===== src/rtl/pwm_aq_pkg.sv =====
package pwm_aq_pkg;

    typedef enum logic [1:0] {
        ACT_NONE = 2'd0,
        ACT_CLR  = 2'd1,
        ACT_SET  = 2'd2,
        ACT_TGL  = 2'd3
    } act_e;

    typedef enum logic [1:0] {
        LD_ZERO   = 2'd0,
        LD_PRD    = 2'd1,
        LD_EITHER = 2'd2,
        LD_NEVER  = 2'd3
    } load_e;

    typedef enum logic [1:0] {
        FRC_OFF  = 2'd0,
        FRC_LOW  = 2'd1,
        FRC_HIGH = 2'd2,
        FRC_RSVD = 2'd3
    } frc_e;

    typedef enum logic {
        ST_LOW  = 1'b0,
        ST_HIGH = 1'b1
    } lvl_e;

    typedef struct packed {
        act_e on_zero;
        act_e on_cau;
        act_e on_cbu;
    } aq_word_t;

    localparam int ADDR_W    = 3;
    localparam int NUM_CMP   = 2;
    localparam int NUM_CH    = 2;
    localparam logic [ADDR_W-1:0] A_CMP0  = 3'd0;
    localparam logic [ADDR_W-1:0] A_LDCTL = 3'd2;
    localparam logic [ADDR_W-1:0] A_AQ0   = 3'd3;
    localparam logic [ADDR_W-1:0] A_FORCE = 3'd5;

endpackage


===== src/rtl/pwm_cmp_reg.sv =====
module pwm_cmp_reg
    import pwm_aq_pkg::*;
#(
    parameter int CNT_W = 16
) (
    input  logic             clk,
    input  logic             rst_n,
    input  logic             wr_sel,
    input  logic [CNT_W-1:0] wr_val,
    input  logic             hold_en,
    input  load_e            load_sel,
    input  logic             ev_zero,
    input  logic             ev_prd,
    output logic [CNT_W-1:0] cmp_active
);

    logic [CNT_W-1:0] hold_q;
    logic             load_hit;

    always_comb begin
        unique case (load_sel)
            LD_ZERO:   load_hit = ev_zero;
            LD_PRD:    load_hit = ev_prd;
            LD_EITHER: load_hit = ev_zero | ev_prd;
            default:   load_hit = 1'b0;
        endcase
    end

    always_ff @(posedge clk or negedge rst_n) begin
        if (!rst_n) begin
            hold_q <= '0;
        end else if (wr_sel && hold_en) begin
            hold_q <= wr_val;
        end
    end

    always_ff @(posedge clk or negedge rst_n) begin
        if (!rst_n) begin
            cmp_active <= '0;
        end else if (wr_sel && !hold_en) begin
            cmp_active <= wr_val;
        end else if (hold_en && load_hit) begin
            cmp_active <= hold_q;
        end
    end

endmodule


===== src/rtl/pwm_aq_chan.sv =====
module pwm_aq_chan
    import pwm_aq_pkg::*;
(
    input  logic     clk,
    input  logic     rst_n,
    input  aq_word_t aq_word,
    input  logic     ev_zero,
    input  logic     ev_cau,
    input  logic     ev_cbu,
    input  frc_e     frc_sel,
    output logic     qual_out,
    output logic     pwm_out
);

    lvl_e state_q;
    lvl_e state_d;
    act_e act_win;

    // Compare B beats compare A beats zero; a "none" field never competes.
    always_comb begin
        if (ev_cbu && aq_word.on_cbu != ACT_NONE) begin
            act_win = aq_word.on_cbu;
        end else if (ev_cau && aq_word.on_cau != ACT_NONE) begin
            act_win = aq_word.on_cau;
        end else if (ev_zero && aq_word.on_zero != ACT_NONE) begin
            act_win = aq_word.on_zero;
        end else begin
            act_win = ACT_NONE;
        end
    end

    always_comb begin
        state_d = state_q;
        unique case (state_q)
            ST_LOW: begin
                if (act_win == ACT_SET || act_win == ACT_TGL) begin
                    state_d = ST_HIGH;
                end
            end
            ST_HIGH: begin
                if (act_win == ACT_CLR || act_win == ACT_TGL) begin
                    state_d = ST_LOW;
                end
            end
            default: state_d = ST_LOW;
        endcase
    end

    always_ff @(posedge clk or negedge rst_n) begin
        if (!rst_n) begin
            state_q <= ST_LOW;
        end else begin
            state_q <= state_d;
        end
    end

    always_comb begin
        qual_out = (state_q == ST_HIGH);
        unique case (frc_sel)
            FRC_LOW:  pwm_out = 1'b0;
            FRC_HIGH: pwm_out = 1'b1;
            default:  pwm_out = qual_out;
        endcase
    end

endmodule


===== src/rtl/pwm_cmp_aq.sv =====
module pwm_cmp_aq
    import pwm_aq_pkg::*;
#(
    parameter int CNT_W = 16
) (
    input  logic              clk,
    input  logic              rst_n,
    input  logic [CNT_W-1:0]  tb_count,
    input  logic              tb_dir_up,
    input  logic              tb_zero,
    input  logic              tb_period,
    input  logic              wr_en,
    input  logic [ADDR_W-1:0] wr_addr,
    input  logic [CNT_W-1:0]  wr_data,
    output logic              pwm_a,
    output logic              pwm_b
);

    localparam int LDF_W = 4;

    logic [CNT_W-1:0] cmp_act [NUM_CMP];
    logic [NUM_CMP-1:0] cmp_hit;
    logic [NUM_CMP-1:0] hold_en_q;
    load_e              load_q [NUM_CMP];
    logic [NUM_CH-1:0]  qual_lvl;
    logic [NUM_CH-1:0]  pwm_o;
    wire                ldctl_wr = wr_en && (wr_addr == A_LDCTL);
    wire                force_wr = wr_en && (wr_addr == A_FORCE);

    for (genvar i = 0; i < NUM_CMP; i++) begin : g_cmp
        always_ff @(posedge clk or negedge rst_n) begin
            if (!rst_n) begin
                hold_en_q[i] <= 1'b0;
                load_q[i]    <= LD_ZERO;
            end else if (ldctl_wr) begin
                hold_en_q[i] <= wr_data[LDF_W*i];
                load_q[i]    <= load_e'(wr_data[LDF_W*i+1 +: 2]);
            end
        end

        pwm_cmp_reg #(.CNT_W(CNT_W)) u_cmp (
            .clk        (clk),
            .rst_n      (rst_n),
            .wr_sel     (wr_en && (wr_addr == A_CMP0 + ADDR_W'(i))),
            .wr_val     (wr_data),
            .hold_en    (hold_en_q[i]),
            .load_sel   (load_q[i]),
            .ev_zero    (tb_zero),
            .ev_prd     (tb_period),
            .cmp_active (cmp_act[i])
        );

        assign cmp_hit[i] = tb_dir_up && (tb_count == cmp_act[i]);
    end

    for (genvar c = 0; c < NUM_CH; c++) begin : g_ch
        aq_word_t aq_q;
        frc_e     frc_q;

        always_ff @(posedge clk or negedge rst_n) begin
            if (!rst_n) begin
                aq_q <= '{on_zero: ACT_NONE, on_cau: ACT_NONE, on_cbu: ACT_NONE};
            end else if (wr_en && (wr_addr == A_AQ0 + ADDR_W'(c))) begin
                aq_q.on_zero <= act_e'(wr_data[1:0]);
                aq_q.on_cau  <= act_e'(wr_data[5:4]);
                aq_q.on_cbu  <= act_e'(wr_data[9:8]);
            end
        end

        always_ff @(posedge clk or negedge rst_n) begin
            if (!rst_n) begin
                frc_q <= FRC_OFF;
            end else if (force_wr) begin
                frc_q <= frc_e'(wr_data[2*c +: 2]);
            end
        end

        pwm_aq_chan u_aq (
            .clk      (clk),
            .rst_n    (rst_n),
            .aq_word  (aq_q),
            .ev_zero  (tb_zero),
            .ev_cau   (cmp_hit[0]),
            .ev_cbu   (cmp_hit[1]),
            .frc_sel  (frc_q),
            .qual_out (qual_lvl[c]),
            .pwm_out  (pwm_o[c])
        );
    end

    assign pwm_a = pwm_o[0];
    assign pwm_b = pwm_o[1];

endmodule


===== config.mk =====
export PLATFORM = sky130hd
export DESIGN_NAME = pwm_cmp_aq
export DESIGN_NICKNAME = d
export VERILOG_FILES = /design/src/rtl/pwm_aq_pkg.sv /design/src/rtl/pwm_cmp_reg.sv /design/src/rtl/pwm_aq_chan.sv /design/src/rtl/pwm_cmp_aq.sv
export SDC_FILE = /design/constraint.sdc
export NUM_CORES = 1
export LEC_CHECK = 0
export ABC_AREA = 0
export BUFFER_PORTS_ARGS = -buffer_cell sky130_fd_sc_hd__buf_2
export CORE_ASPECT_RATIO = 1.2
export CORE_MARGIN = 2
export CORE_UTILIZATION = 55
export CTS_BUF_LIST = sky130_fd_sc_hd__clkbuf_4 sky130_fd_sc_hd__clkbuf_8
export CTS_CLUSTER_SIZE = 8
export DETAILED_ROUTE_END_ITERATION = 6
export HOLD_SLACK_MARGIN = 0.1
export PLACE_DENSITY_LB_ADDON = 0.12
export SYNTH_ARGS = -nofsm -noshare
export SYNTH_HDL_FRONTEND = slang
export SYNTH_SLANG_ARGS = --single-unit
export TNS_END_PERCENT = 10

===== constraint.sdc =====
create_clock -name clk -period 1.55 [get_ports clk]
set_clock_uncertainty 0.15 [all_clocks]
set_input_delay 0.31 -clock clk [delete_from_list [all_inputs] [get_ports clk]]
set_output_delay 0.31 -clock clk [all_outputs]
set_load 0.1 [all_outputs]

-- Yosys cells after proc, flatten, opt, wreduce, memory -nomap -nowiden
Cells that the tools add are included.
- eq/ne operators: 21
- muxes and demuxes: 20
- bitwise operators: 3
- reduce and logical (&&, ||, !) cells: 37
- operators by type and width (kind ; count):
    $mux 16 ; 4
    $eq 16x16->1 ; 2
    $logic_and 1x1->1 ; 20
    $eq 2x2->1 const B ; 8
    $reduce_bool 2->1 ; 8
    $eq 2x1->1 const B ; 6
    $mux 2 ; 6
    $pmux 1 s2 ; 4
    $eq 3x2->1 const B ; 2
    $eq 3x3->1 const B ; 2
    $pmux 1 s3 ; 2
    $logic_not 2->1 ; 2
    $logic_or 1x1->1 ; 4
    $mux 1 ; 4
    $eq 3x1->1 const B ; 1
    $logic_not 3->1 ; 1
    $logic_not 1->1 ; 2
    $not 1->1 ; 2
    $or 1x1->1 ; 1
- register bits after elaboration: 88
- bits of input ports: 41
- output and inout port bits: 2
- word-level logic and storage cells: 99

-- Depth between registers and ports, before layout
- word-level depth: 9
- gate-level depth with buffers: 7
- depth with buffers taken out: 5

-- Hierarchy
Synthesis repeated with hierarchy kept, for this count alone.
- cell total of the unflattened synthesis: 305
- area, all modules: 4484.3 µm²
- modules (own cells, without submodules) (module ; instances ; cells each ; area each (µm²) ; sequential area each (µm²)):
    pwm_cmp_reg ; 2 ; 90 ; 1508.9 ; 800.8
    pwm_cmp_aq ; 1 ; 97 ; 1236.2 ; 550.5
    pwm_aq_chan ; 2 ; 14 ; 115.1 ; 25.0

-- Worst setup path after synthesis
Ideal clock, no wire load.
- path type: input -> register
- start: input port wr_addr[2]
- end: register g_cmp[0].u_cmp.cmp_active[10]
- library setup time: 0.124 ns
- arrival: 1.494 ns
- data required time: 1.276 ns
- setup slack: -0.217 ns
- cell stages on the path: 5
- buffers on the path: 2
- path through: buf_2 > nor4_4 > buf_8 > mux2i_1 > o21ai_1
- longest elaborated chain between the ends: 4
- elaborated cells on any way between the ends: 5
- those cells by class: mux: 1; reduce/logical: 4
- RTL lines (item ; RTL line ; source):
    start, declared ; pwm_cmp_aq.sv:13 ; input logic [ADDR_W-1:0] wr_addr,
    $logic_not 3->1 * ; pwm_cmp_aq.sv:44 ; .wr_sel (wr_en && (wr_addr == A_CMP0 + ADDR_W'(i))),
    $logic_and 1x1->1 * ; pwm_cmp_aq.sv:44 ;
    $logic_and 1x1->1 * ; pwm_cmp_reg.sv:40 ; end else if (wr_sel && !hold_en) begin
    $mux 16 / $reduce_bool 2->1 (equally long branches) ; -- ;
    end signal, assigned ; pwm_cmp_reg.sv:41 ; cmp_active <= wr_val;
    end signal, assigned ; pwm_cmp_reg.sv:43 ; cmp_active <= hold_q;
    end, declared ; pwm_cmp_reg.sv:14 ; output logic [CNT_W-1:0] cmp_active
Mark *: on every way between the ends. The rest lies on a longest branch, timed or not.
A chain may end at the register's enable or synchronous reset.

-- Final worst setup path
- start: register g_ch[0].frc_q[1]
- end: output port pwm_a
- longest elaborated chain between the ends: 2
- elaborated cells on any way between the ends: 3
- those cells by class: eq/ne: 2; mux: 1
- RTL lines (item ; RTL line ; source):
    start, declared ; pwm_cmp_aq.sv:58 ; frc_e frc_q;
    start signal, assigned ; pwm_cmp_aq.sv:74 ; frc_q <= frc_e'(wr_data[2*c +: 2]);
    $eq 2x2->1 / $eq 2x1->1 (equally long branches) ; pwm_aq_chan.sv:59 ; unique case (frc_sel)
    $pmux 1 s2 * ; pwm_aq_chan.sv:59 ;
    end, declared ; pwm_cmp_aq.sv:15 ; output logic pwm_a,
Marked as above.

==> flow_summary.html <==
<table>
<tr><th>Metric</th><th>Value</th></tr>
<tr><th colspan="2">Status</th></tr>
<tr><td>Outcome</td><td>finished with violations</td></tr>
<tr><td>Violations in the final reports</td><td>negative setup slack</td></tr>
<tr><th colspan="2">Floorplanning</th></tr>
<tr><td>Io pins</td><td>43</td></tr>
<tr><td>Die outline width</td><td>83.8 um</td></tr>
<tr><td>Floorplan row count</td><td>34</td></tr>
<tr><td>Total core area</td><td>7320 sq um</td></tr>
<tr><td>Die extent in y</td><td>99.7 um</td></tr>
<tr><td>Area of the die</td><td>8350 sq um</td></tr>
<tr><td>Starting density of the core</td><td>57.4%</td></tr>
<tr><th colspan="2">Placement</th></tr>
<tr><td>Cell area after placement</td><td>4840 sq um</td></tr>
<tr><td>Number of input and output port buffers inserted</td><td>42</td></tr>
<tr><td>Post-DP HPWL</td><td>6470 um</td></tr>
<tr><td>Routability congestion estimate from global placement</td><td>0.787</td></tr>
<tr><th colspan="2">CTS</th></tr>
<tr><td># H-tree levels</td><td>3</td></tr>
<tr><td>Clock sink count</td><td>88</td></tr>
<tr><td>Clock transition time at the flip-flop clock pins of the worst setup and hold paths</td><td>90 ps</td></tr>
<tr><td>Number of CTS-inserted buffers</td><td>9</td></tr>
<tr><td>Clock tree from TritonCTS</td><td>done</td></tr>
<tr><td>Root Driver</td><td>clkbuf_8</td></tr>
<tr><td>Longest Clk Path Bufs</td><td>2</td></tr>
<tr><td>Clk Latency, worst-skew pair</td><td>350 ps</td></tr>
<tr><th colspan="2">Synth</th></tr>
<tr><td>Post-synth cell types</td><td>36</td></tr>
<tr><td>Sequential fraction of the synthesis area</td><td>52.5%</td></tr>
<tr><td>Post-synthesis register bit count</td><td>88</td></tr>
<tr><td>Top cells by count, synth</td><td>dfrtp_1, mux2_2, nand2_1</td></tr>
<tr><td>Largest area contributor in the synthesized netlist</td><td>dfrtp_1</td></tr>
<tr><td>Area contributors post-synth</td><td>dfrtp_1, mux2_2, mux2i_1, xor2_1, nand2_1</td></tr>
<tr><td>Fraction of registers with async set or reset after synthesis</td><td>100%</td></tr>
<tr><td>Most frequent cell after synthesis</td><td>dfrtp_1</td></tr>
<tr><td>Post-Synthesis Cells</td><td>348</td></tr>
<tr><td>Syn_area_per_cell</td><td>12.1 sq um</td></tr>
<tr><td>Yosys synthesis warning count</td><td>0</td></tr>
<tr><td>Primary flip-flop cell chosen by synthesis mapping</td><td>dfrtp_1</td></tr>
<tr><td>Synth Cell Area</td><td>4200 sq um</td></tr>
<tr><td>EDFF count, synth</td><td>0</td></tr>
<tr><td>Area share of the largest cell type after synthesis</td><td>52.5%</td></tr>
<tr><td>Synth Net Count</td><td>391</td></tr>
<tr><th colspan="2">STA</th></tr>
<tr><td>Headroom to the max-slew limit</td><td>68.8%</td></tr>
<tr><td>Final count of hold timing violations</td><td>0</td></tr>
<tr><td>Crit share post-route</td><td>130%</td></tr>
<tr><td>Least setup slack across all paths after layout</td><td>-458 ps</td></tr>
<tr><td>Fin. max-slew vios</td><td>0</td></tr>
<tr><td>Highest Clock Rate</td><td>498 MHz</td></tr>
<tr><td>Min cycle time layout</td><td>2010 ps</td></tr>
<tr><td>Final count of negative-setup-slack endpoints</td><td>20</td></tr>
<tr><td>Final total negative setup slack</td><td>-2200 ps</td></tr>
<tr><td>Unrepaired setup endpoints after global routing</td><td>true</td></tr>
<tr><td>Actual transition at the worst max-transition pin</td><td>468 ps</td></tr>
<tr><th colspan="2">Finish</th></tr>
<tr><td>Signed area change from the synthesized netlist to the final layout</td><td>24.7%</td></tr>
<tr><td>Design Area, Final</td><td>5240 sq um</td></tr>
<tr><td>Nets</td><td>477</td></tr>
<tr><td>ANT cells</td><td>0</td></tr>
<tr><td>Core utilization of the finished layout</td><td>71.5%</td></tr>
<tr><td>Layout cell share with drive strength beyond 1</td><td>39.0%</td></tr>
<tr><th colspan="2">GRT</th></tr>
<tr><td>Global routing usage summed across all routing layers</td><td>24.0%</td></tr>
<tr><td>Via count of the first global-routing pass</td><td>3147</td></tr>
<tr><td>Initial antenna violation count</td><td>0</td></tr>
<tr><td>Global-route wire length before repair</td><td>15500 um</td></tr>
<tr><td>Largest net degree at the start of global routing</td><td>89</td></tr>
<tr><td>Overflow left after global routing</td><td>0</td></tr>
<tr><th colspan="2">Min path</th></tr>
<tr><td>Min-Delay Path Class</td><td>in -&gt; reg</td></tr>
<tr><th colspan="2">Setup path</th></tr>
<tr><td>Critical path class</td><td>reg -&gt; out</td></tr>
<tr><td>Setup crit start kind</td><td>flop</td></tr>
<tr><td>Peak per-stage delay on the critical path</td><td>390 ps</td></tr>
<tr><td>Cell family with the largest share of critical-path delay</td><td>flip-flops</td></tr>
<tr><td>Maximum fanout along the worst path</td><td>2</td></tr>
<tr><td>Critical Path AT</td><td>1550 ps</td></tr>
<tr><td>Crit path buf inv count</td><td>1</td></tr>
<tr><td>Data required time of the worst path</td><td>1090 ps</td></tr>
<tr><td>Endpoint type of the worst setup path</td><td>output pin</td></tr>
<tr><td>Crit-path cells</td><td>ha_1 -&gt; mux2_4 -&gt; buf_12</td></tr>
<tr><td>Slowest library cell on the worst path</td><td>dfrtp_1</td></tr>
<tr><th colspan="2">Pwr</th></tr>
<tr><td>VDD IR-drop max</td><td>0.000995 V</td></tr>
<tr><td>Leak</td><td>2.33 nW</td></tr>
<tr><td>Power per standard cell area</td><td>1520 nW/um^2</td></tr>
<tr><th colspan="2">Route</th></tr>
<tr><td>Iteration count of the initial detailed-routing pass</td><td>4</td></tr>
<tr><td>Number of remaining DRC errors</td><td>0</td></tr>
<tr><td>Vias after detailed routing</td><td>2890</td></tr>
<tr><td>Antenna viol nets, final</td><td>0</td></tr>
<tr><td>Post-detailed-routing wire length</td><td>9400 um</td></tr>
<tr><td>Starting DRC count in detailed routing</td><td>186</td></tr>
<tr><td>Post-detailed-route wirelength per cell</td><td>17.8 um</td></tr>
<tr><td>Ratio of routed vias to standard cells</td><td>5.46</td></tr>
<tr><th colspan="2">Job</th></tr>
<tr><td>Max capacitance violation total</td><td>0</td></tr>
</table>
[worst register-to-register path, stage by stage, from the launching register on]
cell	delay (ps)
dfrtp_1	390
xnor2_1	240
nand4_1	180
or3_4	410
o32ai_1	270
o21ai_0	110
[cells in the final DEF (no fill, tap or decap), types with 2 or more instances in the layout]
| cell type | Yosys | layout |
|---|---|---|
| a21oi_1 | 3 | 2 |
| a21oi_2 | 1 | 2 |
| a22o_1 | 2 | 2 |
| a31oi_1 | 4 | 4 |
| and2_1 | 2 | 2 |
| buf_12 | 0 | 10 |
| buf_2 | 8 | 39 |
| buf_4 | 1 | 31 |
| clkbuf_8 | 0 | 11 |
| clkinv_4 | 0 | 2 |
| dfrtp_1 | 88 | 88 |
| dlygate4sd3_1 | 0 | 8 |
| inv_1 | 6 | 5 |
| mux2_2 | 53 | 51 |
| mux2_4 | 0 | 2 |
| mux2i_1 | 32 | 30 |
| mux2i_2 | 0 | 2 |
| nand2_1 | 40 | 38 |
| nand4_1 | 6 | 6 |
| nor2_1 | 2 | 2 |
| nor3_2 | 1 | 2 |
| nor4_1 | 4 | 3 |
| o21ai_0 | 15 | 8 |
| o21ai_1 | 26 | 33 |
| xnor2_1 | 13 | 10 |
| xnor2_2 | 0 | 3 |
| xor2_1 | 21 | 21 |
[cell type report]
| cell class | count | area [sq um] |
|---|---|---|
| Sequential cell | 88 | 2200 |
| Fill cell | 548 | 2080 |
| Multi-Input combinational cell | 241 | 1980 |
| Timing Repair Buffer | 88 | 708 |
| Clock buffer | 12 | 159 |
| Tap cell | 90 | 113 |
| Clock inverter | 4 | 52.6 |
| Inverter | 6 | 22.5 |
[through the flow]
step | std cells | hold WS (ps) | total power [mW] | setup WS, ps
2_1_floorplan | 348 | -136 | 5.19 | -200
3_3_place_gp | 503 | 237 | 6.05 | -263
3_5_place_dp | 503 | 240 | 6.18 | -308
4_1_cts | 528 | 112 | 7.91 | -455
5_1_grt | 529 | 116 | 8.47 | -501
6_report | 529 | 117 | 7.98 | -458
[power by group]
group	leakage, nW	internal, mW	switching [mW]	total, mW
logic	1.12	1.34	1.34	2.68
registers	1.10	3.10	0.529	3.63
clock network	0.110	0.856	0.817	1.67
total	2.33	5.30	2.68	7.98
[routing by layer]
metal	global-route usage [%]	part of all wire [%]	vias to the layer above	wire (um)
met5	0	0	-	0
met4	7.82	1.3	0	123
met3	3.32	2.3	12	217
met2	42.4	52	46	4860
met1	30.5	45	1420	4200
li1	-	-	1412	-
[registers in the layout (all words and copies together) (netlist names)]
name / flops
g_ch.u_aq.qual_out: 2
g_ch.frc_q: 4
load_q: 4
g_ch.aq_q: 12
hold_en_q: 2
g_cmp.u_cmp.cmp_active: 32
g_cmp.u_cmp.hold_q: 32
[final timing paths]
check / startpoint / endpoint / slack (ps) / cells after the start
min in group asynchronous: rst_n / g_cmp[0].u_cmp.cmp_active[14] / 370 / 3
hold reg to reg: g_cmp[1].u_cmp.hold_q[0] / g_cmp[1].u_cmp.hold_q[0] / 360 / 1
max in group asynchronous: rst_n / g_cmp[1].u_cmp.cmp_active[5] / 510 / 3
hold / removal: wr_data[3] / g_ch[1].frc_q[1] / 120 / 2
setup reg to reg: g_cmp[0].u_cmp.cmp_active[11] / g_ch[0].u_aq.qual_out / -340 / 5
setup / recovery: g_ch[0].frc_q[1] / pwm_a / -460 / 3
[logic make-up after synthesis]
family	after synthesis	synth area share, %
multiplexers	85	21.8
buffers and inverters	19	2.65
AO/OA/AOI/OAI	53	6.89
adder cells (fa/ha/maj)	2	0.596
XOR/XNOR	34	7.09
AND/OR/NAND/NOR	67	8.47
flip-flops	88	52.5
[what timing repair did]
item / CTS / global route
endpoints found under the hold margin: 101 / 0
endpoints found under the setup margin: 26 / 36
setup buffers: 1 / 1
pin swaps: 6 / 6
cloned: 0 / 0
resized for setup: 12 / 11
hold buffers: 8 / 0
No activity file was read; power rests on OpenSTA's default activity.
